[src/rtl/pci_par_pkg.sv]
package pci_par_pkg;
    typedef enum logic [0:0] {
        PH_IDLE = 1'b0,
        PH_DATA = 1'b1
    } phase_e;
endpackage

[src/rtl/pci_par_phase_fsm.sv]
module pci_par_phase_fsm
    import pci_par_pkg::*;
#(
    parameter int LANES = 2
) (
    input  logic             clk,
    input  logic             rst_n,
    input  logic             frame_n,
    input  logic             irdy_n,
    input  logic             trdy_n,
    input  logic             is_master,
    input  logic             is_write,
    input  logic             only32,
    output phase_e           phase,
    output logic [LANES-1:0] drive_nxt,
    output logic [LANES-1:0] check_nxt
);
    phase_e phase_q, phase_d;
    logic   mst_q, wr_q, n32_q;
    logic   addr_ph, xfer, drive_base, check_base, wide;

    assign addr_ph = (phase_q == PH_IDLE) && !frame_n;
    assign xfer    = !irdy_n && !trdy_n;
    assign phase   = phase_q;

    // next-state selection
    always_comb begin
        phase_d = phase_q;
        unique case (phase_q)
            PH_IDLE: if (!frame_n) phase_d = PH_DATA;          // ADDR_START
            PH_DATA: if (xfer && frame_n) phase_d = PH_IDLE;   // FINAL_XFER
            default: phase_d = PH_IDLE;
        endcase
    end

    // state register and attributes latched in the address phase
    always_ff @(posedge clk) begin
        if (!rst_n) begin
            phase_q <= PH_IDLE;
            mst_q   <= 1'b0;
            wr_q    <= 1'b0;
            n32_q   <= 1'b0;
        end else begin
            phase_q <= phase_d;
            if (addr_ph) begin
                mst_q <= is_master;
                wr_q  <= is_write;
                n32_q <= only32;
            end
        end
    end

    // output decisions for the coming cycle
    always_comb begin
        drive_base = 1'b0;
        check_base = 1'b0;
        wide       = 1'b0;
        unique case (phase_q)
            PH_IDLE: begin
                if (!frame_n) begin
                    drive_base = is_master;
                    check_base = !is_master;
                    wide       = !only32;
                end
            end
            PH_DATA: begin
                wide = !n32_q;
                if (mst_q) begin
                    drive_base = wr_q && !irdy_n;
                    check_base = !wr_q && !trdy_n;
                end else begin
                    drive_base = !wr_q && !trdy_n;
                    check_base = wr_q && !irdy_n;
                end
            end
            default: ;
        endcase
    end

    for (genvar g = 0; g < LANES; g++) begin : g_gate
        if (g == 0) begin : g_base
            assign drive_nxt[g] = drive_base;
            assign check_nxt[g] = check_base;
        end else begin : g_wide
            assign drive_nxt[g] = drive_base && wide;
            assign check_nxt[g] = check_base && wide;
        end
    end

    AST_ADDR_TO_DATA: assert property (@(posedge clk) disable iff (!rst_n)
        (phase_q == PH_IDLE && !frame_n) |=> (phase_q == PH_DATA));
    AST_FINAL_TO_IDLE: assert property (@(posedge clk) disable iff (!rst_n)
        (phase_q == PH_DATA && xfer && frame_n) |=> (phase_q == PH_IDLE));
    AST_HOLD_DATA: assert property (@(posedge clk) disable iff (!rst_n)
        (phase_q == PH_DATA && !(xfer && frame_n)) |=> (phase_q == PH_DATA));
    AST_LATCH_STABLE: assert property (@(posedge clk) disable iff (!rst_n)
        (phase_q == PH_DATA && $past(phase_q) == PH_DATA) |-> ($stable(mst_q) && $stable(wr_q) && $stable(n32_q)));
endmodule

[src/rtl/pci_par_lane.sv]
module pci_par_lane #(
    parameter int DW = 32,
    parameter int BW = 4
) (
    input  logic          clk,
    input  logic          rst_n,
    input  logic [DW-1:0] ad_s,
    input  logic [BW-1:0] be_s,
    input  logic          drive_nxt,
    input  logic          check_nxt,
    input  logic          par_in,
    output logic          par_out,
    output logic          par_oe,
    output logic          perr
);
    logic par_q, oe_q, chk_q, err_q;

    always_ff @(posedge clk) begin
        if (!rst_n) begin
            par_q <= 1'b0;
            oe_q  <= 1'b0;
            chk_q <= 1'b0;
            err_q <= 1'b0;
        end else begin
            par_q <= ^{ad_s, be_s};
            oe_q  <= drive_nxt;
            chk_q <= check_nxt;
            err_q <= chk_q && (par_in != par_q);
        end
    end

    assign par_out = par_q;
    assign par_oe  = oe_q;
    assign perr    = err_q;

    AST_ERR_NOT_DRIVER: assert property (@(posedge clk) disable iff (!rst_n)
        perr |-> !$past(par_oe));
    AST_ERR_NEEDS_CHECK: assert property (@(posedge clk) disable iff (!rst_n)
        perr |-> $past(check_nxt, 2));
endmodule

[src/rtl/pci_par_unit.sv]
module pci_par_unit
    import pci_par_pkg::*;
#(
    parameter int LANE_W = 32,
    parameter int BE_W   = 4,
    parameter int LANES  = 2
) (
    input  logic                     clk,
    input  logic                     rst_n,
    input  logic [LANES*LANE_W-1:0]  ad,
    input  logic [LANES*BE_W-1:0]    cbe_n,
    input  logic                     frame_n,
    input  logic                     irdy_n,
    input  logic                     trdy_n,
    input  logic                     is_master,
    input  logic                     is_write,
    input  logic                     only32,
    input  logic [LANES-1:0]         par_in,
    output logic [LANES-1:0]         par_out,
    output logic [LANES-1:0]         par_oe,
    output logic [LANES-1:0]         perr
);
    phase_e           phase;
    logic [LANES-1:0] drive_nxt, check_nxt;

    pci_par_phase_fsm #(.LANES(LANES)) u_fsm (
        .clk       (clk),
        .rst_n     (rst_n),
        .frame_n   (frame_n),
        .irdy_n    (irdy_n),
        .trdy_n    (trdy_n),
        .is_master (is_master),
        .is_write  (is_write),
        .only32    (only32),
        .phase     (phase),
        .drive_nxt (drive_nxt),
        .check_nxt (check_nxt)
    );

    for (genvar g = 0; g < LANES; g++) begin : g_lane
        pci_par_lane #(.DW(LANE_W), .BW(BE_W)) u_lane (
            .clk       (clk),
            .rst_n     (rst_n),
            .ad_s      (ad[g*LANE_W +: LANE_W]),
            .be_s      (cbe_n[g*BE_W +: BE_W]),
            .drive_nxt (drive_nxt[g]),
            .check_nxt (check_nxt[g]),
            .par_in    (par_in[g]),
            .par_out   (par_out[g]),
            .par_oe    (par_oe[g]),
            .perr      (perr[g])
        );
    end

    AST_LOW_EVEN: assert property (@(posedge clk) disable iff (!rst_n)
        par_oe[0] |-> (par_out[0] == ^{$past(ad[LANE_W-1:0]), $past(cbe_n[BE_W-1:0])}));
    AST_TARGET_ADDR_QUIET: assert property (@(posedge clk) disable iff (!rst_n)
        (phase == PH_IDLE && !frame_n && !is_master) |=> (par_oe == '0));
    AST_IDLE_QUIET: assert property (@(posedge clk) disable iff (!rst_n)
        (phase == PH_IDLE && frame_n) |=> (par_oe == '0));
    AST_NARROW_ADDR: assert property (@(posedge clk) disable iff (!rst_n)
        (phase == PH_IDLE && !frame_n && only32) |=> !par_oe[LANES-1]);
    AST_RESET_CLEAR: assert property (@(posedge clk)
        !rst_n |=> (par_oe == '0 && perr == '0 && par_out == '0));
endmodule

[config.mk]
export PLATFORM = sky130hd
export DESIGN_NAME = pci_par_unit
export DESIGN_NICKNAME = d
export VERILOG_FILES = /design/src/rtl/pci_par_pkg.sv /design/src/rtl/pci_par_phase_fsm.sv /design/src/rtl/pci_par_lane.sv /design/src/rtl/pci_par_unit.sv
export SDC_FILE = /design/constraint.sdc
export NUM_CORES = 1
export LEC_CHECK = 0
export BUFFER_PORTS_ARGS = -buffer_cell sky130_fd_sc_hd__buf_2
export CORE_UTILIZATION = 42
export CTS_CLUSTER_SIZE = 40
export DETAILED_ROUTE_END_ITERATION = 7
export PLACE_DENSITY_LB_ADDON = 0.25
export SETUP_SLACK_MARGIN = 0.3
export SKIP_LAST_GASP = 1
export SYNTH_ARGS = -nofsm -noshare
export SYNTH_HDL_FRONTEND = slang
export SYNTH_SLANG_ARGS = --single-unit
[constraint.sdc]
create_clock -name clk -period 3 [get_ports clk]
set_input_delay 0.3 -clock clk [delete_from_list [all_inputs] [get_ports clk]]
set_output_delay 0.3 -clock clk [all_outputs]
set_load 0.02 [all_outputs]
After elaboration in Yosys (flattened, before gate mapping)
Cells that the tools add are included.

Equal/unequal tests: 2. Bitwise gates (word level): 1. Reduce and logical (&&, ||, !) cells: 18. Muxes and demuxes: 11.

Operators with widths (count): XOR reduction 36 bit (2); logical AND 1 bit (9); one-hot mux 1 bit (2 select lines) (4); logical NOT 1 bit (7); two-way mux 1 bit (7); != test 1 bit (2); inverter 1 bit (1).

Output and inout bits: 6. Flip-flop bits (word level): 12. Input port bits: 82. Logic and storage cells: 44.

Longest topological paths before layout
Gate-level depths: netlist (run 1).

Depth after elaboration: 5. Mapped depth: 5. Gate-level depth less buffers: 5.

Hierarchy
From an unflattened synthesis (run 1), not the netlist that was laid out.

Cell total of the unflattened synthesis: 121. Area, all modules: 1138.6 µm².

By module, submodules not included: pci_par_lane (cells each 44, seq. area each 80.1 µm², area each 439.2 µm², times used 2); pci_par_phase_fsm (cells each 33, seq. area each 80.1 µm², area each 260.2 µm², times used 1).

Worst setup path before layout (run 1)
No wires, ideal clock.

Path type: in2reg. Start: input ad[30]. End: register g_lane[0].u_lane.par_q. Arrival: 1.278 ns. Stages on the path: 5. Required time: 2.882 ns. Slack: 1.604 ns. Path buffers: 0. Setup time: 0.118 ns. Cells stage by stage: xor2_1 > xnor2_1 > xnor2_1 > xnor3_1 > mux2i_1.

Cells in the longest elaborated chain, start to end: 1.

Ends and longest elaborated chain: start: declaration (RTL line pci_par_unit.sv:10) `input logic [LANES*LANE_W-1:0] ad,`; XOR reduction 36 bit (RTL line pci_par_lane.sv:25) `par_q <= ^{ad_s, be_s};`; end signal: assignment (RTL line pci_par_lane.sv:25); end: declaration (RTL line pci_par_lane.sv:16) `logic par_q, oe_q, chk_q, err_q;`.

Every way passes these cells. A chain may end at the register's enable or synchronous reset.

Worst setup path after layout (run 1)
Start: input ad[2]. End: register g_lane[0].u_lane.par_q.

The elaborated chain is that of the path after synthesis.

==> results of run 1 <==
-- cell usage after synthesis (3+ instances only) --
| cell type | number | area (µm²) |
|---|---|---|
| xnor2_1 | 52 | 455 |
| dfxtp_1 | 12 | 240 |
| xor2_1 | 10 | 87.6 |
| nand2_1 | 7 | 26.3 |
| o21ai_0 | 7 | 35.0 |
| buf_4 | 6 | 45.0 |
| a21oi_1 | 5 | 25.0 |
| xnor3_1 | 4 | 90.1 |
| nor2_1 | 3 | 11.3 |
-- path summary, 6_finish.rpt --
check | end | slack (ns) | depth (start not counted)
max | g_lane[0].u_lane.par_out | 1.70 | 6
min | u_fsm.wr_q | 0.25 | 3
max reg2reg | g_lane[1].u_lane.chk_q | 1.89 | 5
min reg2reg | g_lane[1].u_lane.perr | 0.45 | 1
-- kinds of logic after synthesis --
family / count (synthesis) / share of synthesized area (%)
AO/OA/AOI/OAI: 14 / 6.73
flip-flops: 12 / 21.5
AND/OR/NAND/NOR: 18 / 8.18
multiplexers: 2 / 1.79
buffers and inverters: 9 / 5.04
XOR/XNOR: 66 / 56.7
-- flip-flops by register name, summed over array words and instances, names as in the netlist --
name / count
g_lane.u_lane.chk_q: 2
g_lane.u_lane.par_oe: 2
g_lane.u_lane.par_out: 2
g_lane.u_lane.perr: 2
u_fsm.mst_q: 1
u_fsm.n32_q: 1
u_fsm.phase: 1
u_fsm.wr_q: 1
-- worst max-delay path: cells and delay by family --
family,cells,cell delay (ns)
xor gates and xnor gates,4,0.95
buffers and inverters,1,0.10
muxes,1,0.13
-- routing by layer --
metal | up-vias | track usage (%) | wire length (µm) | share of wire, %
met5 | - | 0 | 0 | 0
met4 | 0 | 3.95 | 0 | 0
met3 | 0 | 5.37 | 231 | 9.8
li1 | 553 | - | - | -
met1 | 455 | 15.5 | 823 | 35
met2 | 43 | 32.1 | 1300 | 55
-- power by group --
group          internal (mW)  total, mW  switching (mW)  leakage, nW
registers              0.178      0.189          0.0108       0.0985
clock network         0.0738      0.129          0.0551       0.0210
logic                  0.235      0.379           0.144        0.650
-- final cells by class --
cell class / instances / share of cell area, %
Tap cell: 30 / 2.38
Timing Repair Buffer: 87 / 27.6
Clock buffer: 4 / 2.30
Inverter: 2 / 0.476
Sequential cell: 12 / 15.2
Multi-Input combinational cell: 100 / 52.0
-- metrics by stage --
stage	total power, mW	setup WS [ns]	cells
4_1_cts	0.705	1.69	235
3_3_place_gp	0.566	1.45	231
3_5_place_dp	0.575	1.40	231
2_1_floorplan	0.492	1.60	121
6_report	0.697	1.70	235
5_1_grt	0.748	1.58	235
==> metrics.md, run 1 <==
| Metric | Value |
|---|---|
| Die Span Y | `roughly 54 µm` |
| # rows | `18` |
| Skew final | `0.00704 ns` |
| Final Slew Violations | `0` |
| Seq cells post-synth | `12` |
| Fill cells | `230` |
| Placed Area | `1540 µm²` |
| Worst reg2reg startpoint | `u_fsm.wr_q` |
| Setup TNS | `0 ns` |
| RSZ-0062 raised after global routing | `false` |
| Pwr dens | `~440 nW/µm²` |
| Full die area | `2870 µm²` |
| Max transition margin | `82.6%` |
| Mapped Area | `about 1100 µm²` |
| CP dominant cell by count | `xnor2_1` |
| Largest net degree at the start of global routing | `11` |
| Layout cell share with drive strength beyond 1 | `44.4%` |
| Cts bufs inserted | `3` |
| Leak | `around 0.77 nW` |
| Cell count after synthesis | `121` |
| Worst-Margin Slew | `0.259 ns` |
| Commonest non-fill, non-tap cell in the layout | `buf_2` |
| Post-layout min period | `about 1.3 ns` |
| Detail Placement HPWL | `a little over 2000 µm` |
| Detailed-route via count | `1051` |
| Final Util | `63.1%` |
| Initial antenna violation count | `0` |
| First-pass GRT wire length | `3380 µm` |
| Sequential element share of the synthesized area | `21.5%` |
| Avg Inst Size Synth | `a little over 9 µm²` |
| Hold Startpoint | `is_write` |
| Via density | `4.47` |
| Initial DRC count | `8` |
| Number of synthesized flops with an enable pin | `0` |
| Worst VDD drop | `0.374 mV` |
| CP Capture Type | `register` |
| Ys async rst share | `0%` |
| Post-CTS resize count | `0` |
| Initial Utilization | `44.6%` |
| DRC | `0` |
| # Max-Cap Violations | `0` |
| Clock-pin slew on the worst setup and hold paths | `about 0.080 ns` |
| Ports | `88` |
| H-tree levels | `1` |
| Crit path max fanout | `1` |
| Tot GR Track Use | `between 15 and 20%` |
| Vias in the first global route | `between 800 and 900` |
| Drt total wl | `2350 µm` |
| PortBufs | `87` |
| Post-route cell area | `1580 µm²` |
| CTS sink cnt | `12` |
| Yosys cell types | `19` |
| Final setup violation count | `0` |
| Drt pass-1 iters | `4` |
| N_diodes | `0` |
| CTS Buffer Depth | `2` |
| CTS tree | `done` |
| Syn Nets | `203` |
| Setup CP Type | `in2reg` |
| Max Fclk | `between 700 and 800 MHz` |
| Area of the multi-input gates | `820 µm²` |
| Clock Tree Root | `clkbuf_4` |
| Post-CTS Setup Repair Bufs | `0` |
| Crit path launch | `ad[2]` |
| Worst setup SP type | `primary input` |
| Register area | `240 µm²` |
| Post-synth top flop | `dfxtp_1` |
| Cts hold-fix bufs | `0` |
| Fin nets | `about 290` |
| Antenna Nets Post-Route | `0` |
| Worst Hold Class | `in2reg` |
| Area grow syn2layout | `41.3%` |
| Fin. Hold Viols | `0` |
| Most frequent cells in the layout | `87 x buf_2, 52 x xnor2_1, 12 x dfxtp_1, 10 x xor2_1` |
| Overflow after GRT | `0` |
| Outcome | `complete, no violations` |
| Routed wire per std cell | `10.0 µm` |
| Synth Warn # | `0` |
| CP cell instances | `buf_2, xnor2_1, xnor2_1, xnor2_1, xnor3_1, mux2i_1` |
| CP required | `between 3 and 4 ns` |
| GP Congestion | `0.722` |
| Hold_ws | `0.255 ns` |
| Fin crit share | `43.4%` |
| Slowest-stage cell, CP | `xnor3_1` |
| Chip Width | `53.6 µm` |
| Clk_lat worst skew | `around 0.27 ns` |
| Core area | `about 2500 µm²` |
| Worst EP arrival | `1.47 ns` |
| CP peak stage delay | `0.43 ns` |
Note: power is estimated with default switching activity, not from simulation.
==> inputs of run 2 (changes only) <==
--- a/config.mk
+++ b/config.mk
@@ -5,8 +5,9 @@
 export SDC_FILE = /design/constraint.sdc
 export NUM_CORES = 1
 export LEC_CHECK = 0
+export ABC_AREA = 1
 export BUFFER_PORTS_ARGS = -buffer_cell sky130_fd_sc_hd__buf_2
-export CORE_UTILIZATION = 42
+export CORE_UTILIZATION = 45
 export CTS_CLUSTER_SIZE = 40
 export DETAILED_ROUTE_END_ITERATION = 7
 export PLACE_DENSITY_LB_ADDON = 0.25
==> constraint.sdc (replaced) <==
create_clock -name clk -period 1.4 [get_ports clk]
set_input_delay 0.14 -clock clk [delete_from_list [all_inputs] [get_ports clk]]
set_output_delay 0.14 -clock clk [all_outputs]
set_load 0.02 [all_outputs]
==> run 2 against run 1 <==
Compared with the run above:
- clock skew shrank 0.0033 ns
- hold slack lost 0.16 ns
- clock-buffer cell count is the same
- critical endpoint unchanged
- largest power group unchanged
- sequential power grew 110%
- routed wire length grew 120%
==> metrics.md, run 2 <==
| Metric | Value |
|---|---|
| CTS Buffer Depth | `2 (unchanged)` |
| Tot GR Track Use | `18.5% (was 16.1%)` |
| # rows | `25 (was 18)` |
| GP Congestion | `0.825 (was 0.722)` |
| Detailed-route via count | `2951 (was 1051)` |
| Area of the multi-input gates | `1870 µm² (was 820 µm²)` |
| Number of synthesized flops with an enable pin | `0 (unchanged)` |
| Area grow syn2layout | `37.0% (was 41.3%)` |
| Mapped Area | `2190 µm² (was 1120 µm²)` |
| Sequential element share of the synthesized area | `11.0% (was 21.5%)` |
| N_diodes | `0 (unchanged)` |
| Most frequent cells in the layout | `274 x nand2_1, 81 x buf_2, 68 x nand2_2, 50 x inv_1, 28 x inv_2 (was 87 x buf_2, 52 x xnor2_1, 12 x dfxtp_1, 10 x xor2_1)` |
| Via density | `4.65 (was 4.47)` |
| CP peak stage delay | `0.14 ns (was 0.43 ns)` |
| Drt pass-1 iters | `4 (unchanged)` |
| Worst EP arrival | `1.17 ns (was 1.47 ns)` |
| Die Span Y | `71.8 µm (was 53.6 µm)` |
| Crit path max fanout | `3 (was 1)` |
| PortBufs | `87 (unchanged)` |
| CTS sink cnt | `12 (unchanged)` |
| CP Capture Type | `register (unchanged)` |
| Largest family of logic cells by synthesized area | `simple AND/OR/NAND/NOR gates (was XOR/XNOR gates)` |
| Compound-Gate Fraction of Synth Area | `4.34% (was 6.73%)` |
| Core area | `4690 µm² (was 2500 µm²)` |
| Max Fclk | `966 MHz` |
| Fin. Hold Viols | `0 (unchanged)` |
| Clk_lat worst skew | `0.24 ns (was 0.27 ns)` |
| Vias in the first global route | `2351 (was 898)` |
| Post-synthesis mux area share | `0% (was 1.79%)` |
| Fin nets | `664 (was 288)` |
| Drt total wl | `5250 µm (was 2350 µm)` |
| Fill cells | `451 (was 230)` |
| CTS tree | `done (unchanged)` |
| Setup TNS | `0 ns (unchanged)` |
| Clock Tree Root | `clkbuf_8 (was clkbuf_4)` |
| Clock-pin slew on the worst setup and hold paths | `0.05 ns (was 0.08 ns)` |
| Outcome | `complete, no violations (unchanged)` |
| Skew final | `0.00371 ns (was 0.00704 ns)` |
| Top cell type's share of synthesized area | `58.6% (was 40.8%)` |
| Worst VDD drop | `0.330 mV (was 0.374 mV)` |
| Cts bufs inserted | `3 (unchanged)` |
| Simple-Gate Fraction of Synth Area | `65.7% (was 8.18%)` |
| Ports | `88 (unchanged)` |
| Detail Placement HPWL | `4170 µm (was 2040 µm)` |
| CP cell instances | `buf_4, nand2_2, inv_2, nor2_4, nand2_2, nand2_1, nand2_1, nand2_1, nand2_1, nand2_2, nand2_2, a21oi_2, nor2_1 (was buf_2, xnor2_1, xnor2_1, xnor2_1, xnor3_1, mux2i_1)` |
| Initial Utilization | `46.7% (was 44.6%)` |
| First-pass GRT wire length | `8280 µm (was 3380 µm)` |
| Adder-cell share of the synthesized area | `0% (unchanged)` |
| Post-route cell area | `3000 µm² (was 1580 µm²)` |
| Largest net degree at the start of global routing | `8 (was 11)` |
| Routed wire per std cell | `8.27 µm (was 10.0 µm)` |
| Count leader, synth | `nand2_1 (was xnor2_1)` |
| R2R cell count | `5 (unchanged)` |
| Worst-Margin Slew | `0.342 ns (was 0.259 ns)` |
| H-tree levels | `1 (unchanged)` |
| # Max-Cap Violations | `0 (unchanged)` |
| Leak | `1.99 nW (was 0.770 nW)` |
| Avg Inst Size Synth | `4.43 µm² (was 9.22 µm²)` |
| Worst setup SP type | `primary input (unchanged)` |
| Register area | `241 µm² (was 240 µm²)` |
| Top post-synthesis cells by count | `342 x nand2_1, 65 x inv_1, 15 x nor2_1, 13 x inv_2, 12 x dfxtp_1 (was 52 x xnor2_1, 12 x dfxtp_1, 10 x xor2_1, 7 x nand2_1, 7 x o21ai_0)` |
| Post-synth top flop | `dfxtp_1 (unchanged)` |
| Full die area | `5150 µm² (was 2870 µm²)` |
| Final Slew Violations | `0 (unchanged)` |
| Commonest non-fill, non-tap cell in the layout | `nand2_1 (was buf_2)` |
| Yosys top cell by area | `nand2_1 (was xnor2_1)` |
| Post-layout min period | `1.04 ns` |
| Seq cells post-synth | `12 (unchanged)` |
| Final setup violation count | `0 (unchanged)` |
| Ranking of synthesized cells by area | `nand2_1 59%, inv_1 11%, dfxtp_1 11%, xnor2_1 3.6%, nor2_1 2.6% (was xnor2_1 41%, dfxtp_1 22%, xnor3_1 8.1%, xor2_1 7.8%, buf_4 4.0%)` |
| Post-synthesis xor/xnor area fraction | `3.60% (was 56.7%)` |
| CP required | `1.53 ns (was 3.17 ns)` |
| Placed Area | `2650 µm² (was 1540 µm²)` |
| Worst Hold Class | `in2reg (unchanged)` |
| Chip Width | `71.8 µm (was 53.6 µm)` |
| Layout cell share with drive strength beyond 1 | `35.8% (was 44.4%)` |
| Cell count after synthesis | `495 (was 121)` |
| Antenna Nets Post-Route | `0 (unchanged)` |
| Fin crit share | `around three quarters` |
| Ys async rst share | `0% (unchanged)` |
| Syn Nets | `577 (was 203)` |
| Initial antenna violation count | `0 (unchanged)` |
| Hold depth | `2 (was 3)` |
| Overflow after GRT | `0 (unchanged)` |
| Final Util | `64.0% (was 63.1%)` |
| Yosys cell types | `18 (was 19)` |
| Pwr dens | `584 nW/µm² (was 442 nW/µm²)` |
| Synth Warn # | `0 (unchanged)` |
| RSZ-0062 raised after global routing | `true (was false)` |
| Slowest-stage cell, CP | `buf_4 (was xnor3_1)` |
| Initial DRC count | `77 (was 8)` |
| DRC | `0 (unchanged)` |
| Setup CP Type | `in2reg (unchanged)` |
| Max transition margin | `77.1% (was 82.6%)` |
run 2: critical path, delay by kind of cell:
family | cells | cell delay [ns]
buffers and inverters | 2 | 0.18
and+or+nand+nor | 10 | 0.71
AOI/OAI and AO/OA | 1 | 0.13
run 2: cells by family after synthesis:
kind of cell / after synthesis
xor+xnor: 9
flops: 12
compound gates: 16
buf+inv: 84
simple gates: 374
run 2: path summary, 6_finish.rpt:
kind,from,end,slack [ns]
worst min register to register,g_lane[1].u_lane.par_out,g_lane[1].u_lane.perr,0.46
worst max register to register,u_fsm.phase,g_lane[1].u_lane.chk_q,0.40
worst min-delay path,par_in[1],g_lane[1].u_lane.perr,0.1
worst max-delay path,cbe_n[2],g_lane[0].u_lane.par_out,0.36
run 2: final cells by class:
class	count	share of cell area (%)
clock buffer	4	1.83
inverter	78	9.75
multi-input combinational	399	62.3
sequential	12	8.04
tap	54	2.25
timing repair buffer	88	15.9
run 2: power breakdown:
group	switching [mW]	internal [mW]
logic	0.597	0.396
clock network	0.126	0.248
registers	0.0179	0.370
total	0.741	1.01
run 2: timing repair:
| action | in CTS | in global routing |
|---|---|---|
| buffers inserted | 0 | 1 |
| hold buffers | 0 | 0 |
| gates resized for setup | 2 | 114 |
| pin swaps | 0 | 54 |
| setup endpoints to repair | 2 | 6 |
run 2: per-stage QoR:
step / setup WS (ns) / instances / hold slack, ns / power (mW)
2_1_floorplan: 0.355 / 495 / 0.234 / 0.979
3_3_place_gp: 0.106 / 630 / 0.336 / 1.19
3_5_place_dp: 0.00802 / 630 / 0.337 / 1.23
4_1_cts: 0.322 / 634 / 0.0886 / 1.61
5_1_grt: 0.238 / 635 / 0.101 / 1.92
6_report: 0.365 / 635 / 0.0967 / 1.75
run 2: metal layers:
metal  global-route usage, %  wire [µm]  vias to the layer above
met5                       0          0                        -
met2                    37.6       2840                       58
met3                   0.844        136                        8
met1                    21.5       2210                     1270
met4                    2.61         56                        0
li1                        -          -                     1615
==> inputs of run 3 (changes only) <==
==> constraint.sdc (replaced) <==
create_clock -name clk -period 1 [get_ports clk]
set_input_delay 0.1 -clock clk [delete_from_list [all_inputs] [get_ports clk]]
set_output_delay 0.1 -clock clk [all_outputs]
set_load 0.02 [all_outputs]
==> run 3 against run 2 <==
Compared with the run above:
- final cell count up 0.63%
- total power increased by 54%
- sequential share of layout area shrank 0.61 points
- clock power is 46% higher
- global-route usage is 1.2 points higher
- largest power group unchanged
- register-to-register slack lost 0.37 ns
- via count rose by 1.4%
- critical path type unchanged
- combinational power rose by 61%
- sequential power rose by 44%
- sequential cell count is the same
==> metrics.md, run 3 (synthesis results as in run 2) <==
| Metric | Value |
|---|---|
| Final Slew Violations | `0 (unchanged)` |
| Fin crit share | `97.2%` |
| Overflow after GRT | `0 (unchanged)` |
| Ports | `88 (unchanged)` |
| CTS tree | `done (unchanged)` |
| R2r setup slk | `0.03 ns (was 0.40 ns)` |
| CP peak stage delay | `0.14 ns (about the same)` |
| Fill cells | `428 (was 451)` |
| Initial antenna violation count | `0 (unchanged)` |
| Detailed-route via count | `2992 (was 2951)` |
| Post-route cell area | `3420 µm² (was 3000 µm²)` |
| GP Congestion | `0.750 (was 0.825)` |
| R2R cell count | `5 (unchanged)` |
| DRC | `0 (unchanged)` |
| Die Span Y | `71.8 µm (unchanged)` |
| Fin. Hold Viols | `0 (unchanged)` |
| Fin nets | `668 (was 664)` |
| CP required | `1.14 ns (was 1.53 ns)` |
| Via density | `4.68 (was 4.65)` |
| Detail Placement HPWL | `4220 µm (was 4170 µm)` |
| Hold depth | `2 (unchanged)` |
| CP cell instances | `buf_2, inv_1, nand2_1, nand2_2, inv_2, nand2_1, nand2_1, nand2_1, nand2_2, nand2_1, nand2_1, nand2_1, a21oi_1, nor2_1 (was buf_4, nand2_2, inv_2, nor2_4, nand2_2, nand2_1, nand2_1, nand2_1, nand2_1, nand2_2, nand2_2, a21oi_2, nor2_1)` |
| RSZ-0062 raised after global routing | `true (unchanged)` |
| H-tree levels | `1 (unchanged)` |
| R2R Path End | `g_lane[1].u_lane.chk_q (unchanged)` |
| Drt total wl | `5750 µm (was 5250 µm)` |
| Layout Cells excl Fill | `639 (was 635)` |
| Crit path launch | `ad[52] (was cbe_n[2])` |
| Leak | `2.08 nW (was 1.99 nW)` |
| Crit path buffers/inverters | `3 (was 2)` |
| Pwr dens | `790 nW/µm² (was 584 nW/µm²)` |
| Max transition margin | `75.3% (was 77.1%)` |
| Clk_lat worst skew | `0.25 ns (was 0.24 ns)` |
| PortBufs | `87 (unchanged)` |
| Post-layout min period | `0.972 ns` |
| Initial Utilization | `46.7% (unchanged)` |
| Antenna Nets Post-Route | `0 (unchanged)` |
| # Max-Cap Violations | `0 (unchanged)` |
| Worst reg2reg startpoint | `u_fsm.phase (unchanged)` |
| Full die area | `5150 µm² (unchanged)` |
| Chip Width | `71.8 µm (unchanged)` |
| Drt pass-1 iters | `4 (unchanged)` |
| Routed wire per std cell | `9.00 µm (was 8.27 µm)` |
| Vias in the first global route | `2395 (was 2351)` |
| Crit path max fanout | `4 (was 3)` |
| N_diodes | `0 (unchanged)` |
| First-pass GRT wire length | `8630 µm (was 8280 µm)` |
| # rows | `25 (unchanged)` |
| Clock-pin slew on the worst setup and hold paths | `0.06 ns (was 0.05 ns)` |
| Worst setup SP type | `primary input (unchanged)` |
| Slowest-stage cell, CP | `a21oi_1 (was buf_4)` |
| Clock Tree Root | `clkbuf_8 (unchanged)` |
| Worst-Margin Slew | `0.367 ns (was 0.342 ns)` |
| Core area | `4690 µm² (unchanged)` |
| Area of the multi-input gates | `2050 µm² (was 1870 µm²)` |
| Worst Hold Class | `in2reg (unchanged)` |
| Placed Area | `2730 µm² (was 2650 µm²)` |
| Outcome | `complete, no violations (unchanged)` |
| Final Util | `72.9% (was 64.0%)` |
| Hold Startpoint | `par_in[1] (unchanged)` |
| Hold EP | `g_lane[1].u_lane.perr (unchanged)` |
| Critical path's top delay family | `simple AND/OR/NAND/NOR gates (unchanged)` |
| Commonest non-fill, non-tap cell in the layout | `nand2_1 (unchanged)` |
| Most frequent cells in the layout | `242 x nand2_1, 100 x nand2_2, 55 x buf_2, 34 x inv_2, 32 x inv_1 (was 274 x nand2_1, 81 x buf_2, 68 x nand2_2, 50 x inv_1, 28 x inv_2)` |
| Worst EP arrival | `1.11 ns (was 1.17 ns)` |
| Register area | `254 µm² (was 241 µm²)` |
| Setup TNS | `0 ns (unchanged)` |
| CTS sink cnt | `12 (unchanged)` |
| Cts hold-fix bufs | `0 (unchanged)` |
| Final setup violation count | `0 (unchanged)` |
| Tot GR Track Use | `19.7% (was 18.5%)` |
| Area grow syn2layout | `55.9% (was 37.0%)` |
| CP dominant cell by count | `nand2_1` |
| Tot Pwr | `2.70 mW (was 1.75 mW)` |
| Max Fclk | `1030 MHz` |
| Largest net degree at the start of global routing | `8 (unchanged)` |
| Setup CP Type | `in2reg (unchanged)` |
| Worst VDD drop | `0.555 mV (was 0.330 mV)` |
| Placed Cells | `630 (unchanged)` |
| Layout cell share with drive strength beyond 1 | `48.2% (was 35.8%)` |
| CP Capture Type | `register (unchanged)` |
| Cts bufs inserted | `3 (unchanged)` |
| Skew final | `0.00427 ns (was 0.00371 ns)` |
| Initial DRC count | `100 (was 77)` |
| CTS Buffer Depth | `2 (unchanged)` |
==> run 3: area by class of cell <==
cell class	count	area share [%]
clock buffer	4	1.61
inverter	78	9.81
multi-input combinational	399	59.9
sequential	12	7.43
tap	54	1.98
timing repair buffer	92	19.3
==> run 3: per-stage QoR <==
stage	hold WS, ns	setup WS, ns
4_1_cts	0.0398	0.0571
3_5_place_dp	0.300	-0.248
6_report	0.0425	0.0283
2_1_floorplan	0.188	0.0300
3_3_place_gp	0.294	-0.202
5_1_grt	0.0509	-0.0717
==> run 3: report_power, final <==
group | switching, mW | leakage (nW) | internal, mW
Sequential | 0.0347 | 0.102 | 0.523
Combinational | 0.916 | 1.95 | 0.682
Clock | 0.197 | 0.0288 | 0.349
Total | 1.15 | 2.08 | 1.55
==> run 3: worst max path at each step <==
stage,to,slack (ns),cells after the start
6_report,g_lane[1].u_lane.par_out,0.03,14
5_1_grt,g_lane[1].u_lane.par_out,-0.07,15
4_1_cts,u_fsm.mst_q,0.06,4
3_5_place_dp,g_lane[0].u_lane.par_out,-0.25,13
3_3_place_gp,g_lane[0].u_lane.par_out,-0.20,13
2_1_floorplan,g_lane[0].u_lane.par_out,0.03,13
==> run 3: repair_timing <==
item / CTS / global route
resized for setup: 51 / 172
setup buffers: 4 / 1
setup endpoints to repair: 15 / 18
gates cloned: 0 / 0
pin swaps: 28 / 85
==> run 3: per-layer routing <==
layer	track usage, %	vias to the layer above	part of all wire, %
met5	0	-	0
met4	5.01	0	1.5
met3	1.83	8	3.2
met2	38.9	56	54
met1	22.4	1299	41
li1	-	1629	-
==> run 3: worst register-to-register path, delay by kind of cell (launching register included) <==
family                 cells  cell delay, ns
AO/OA/AOI/OAI              1            0.06
buffers and inverters      1            0.07
AND/OR/NAND/NOR            3            0.41
flip-flops                 1            0.35
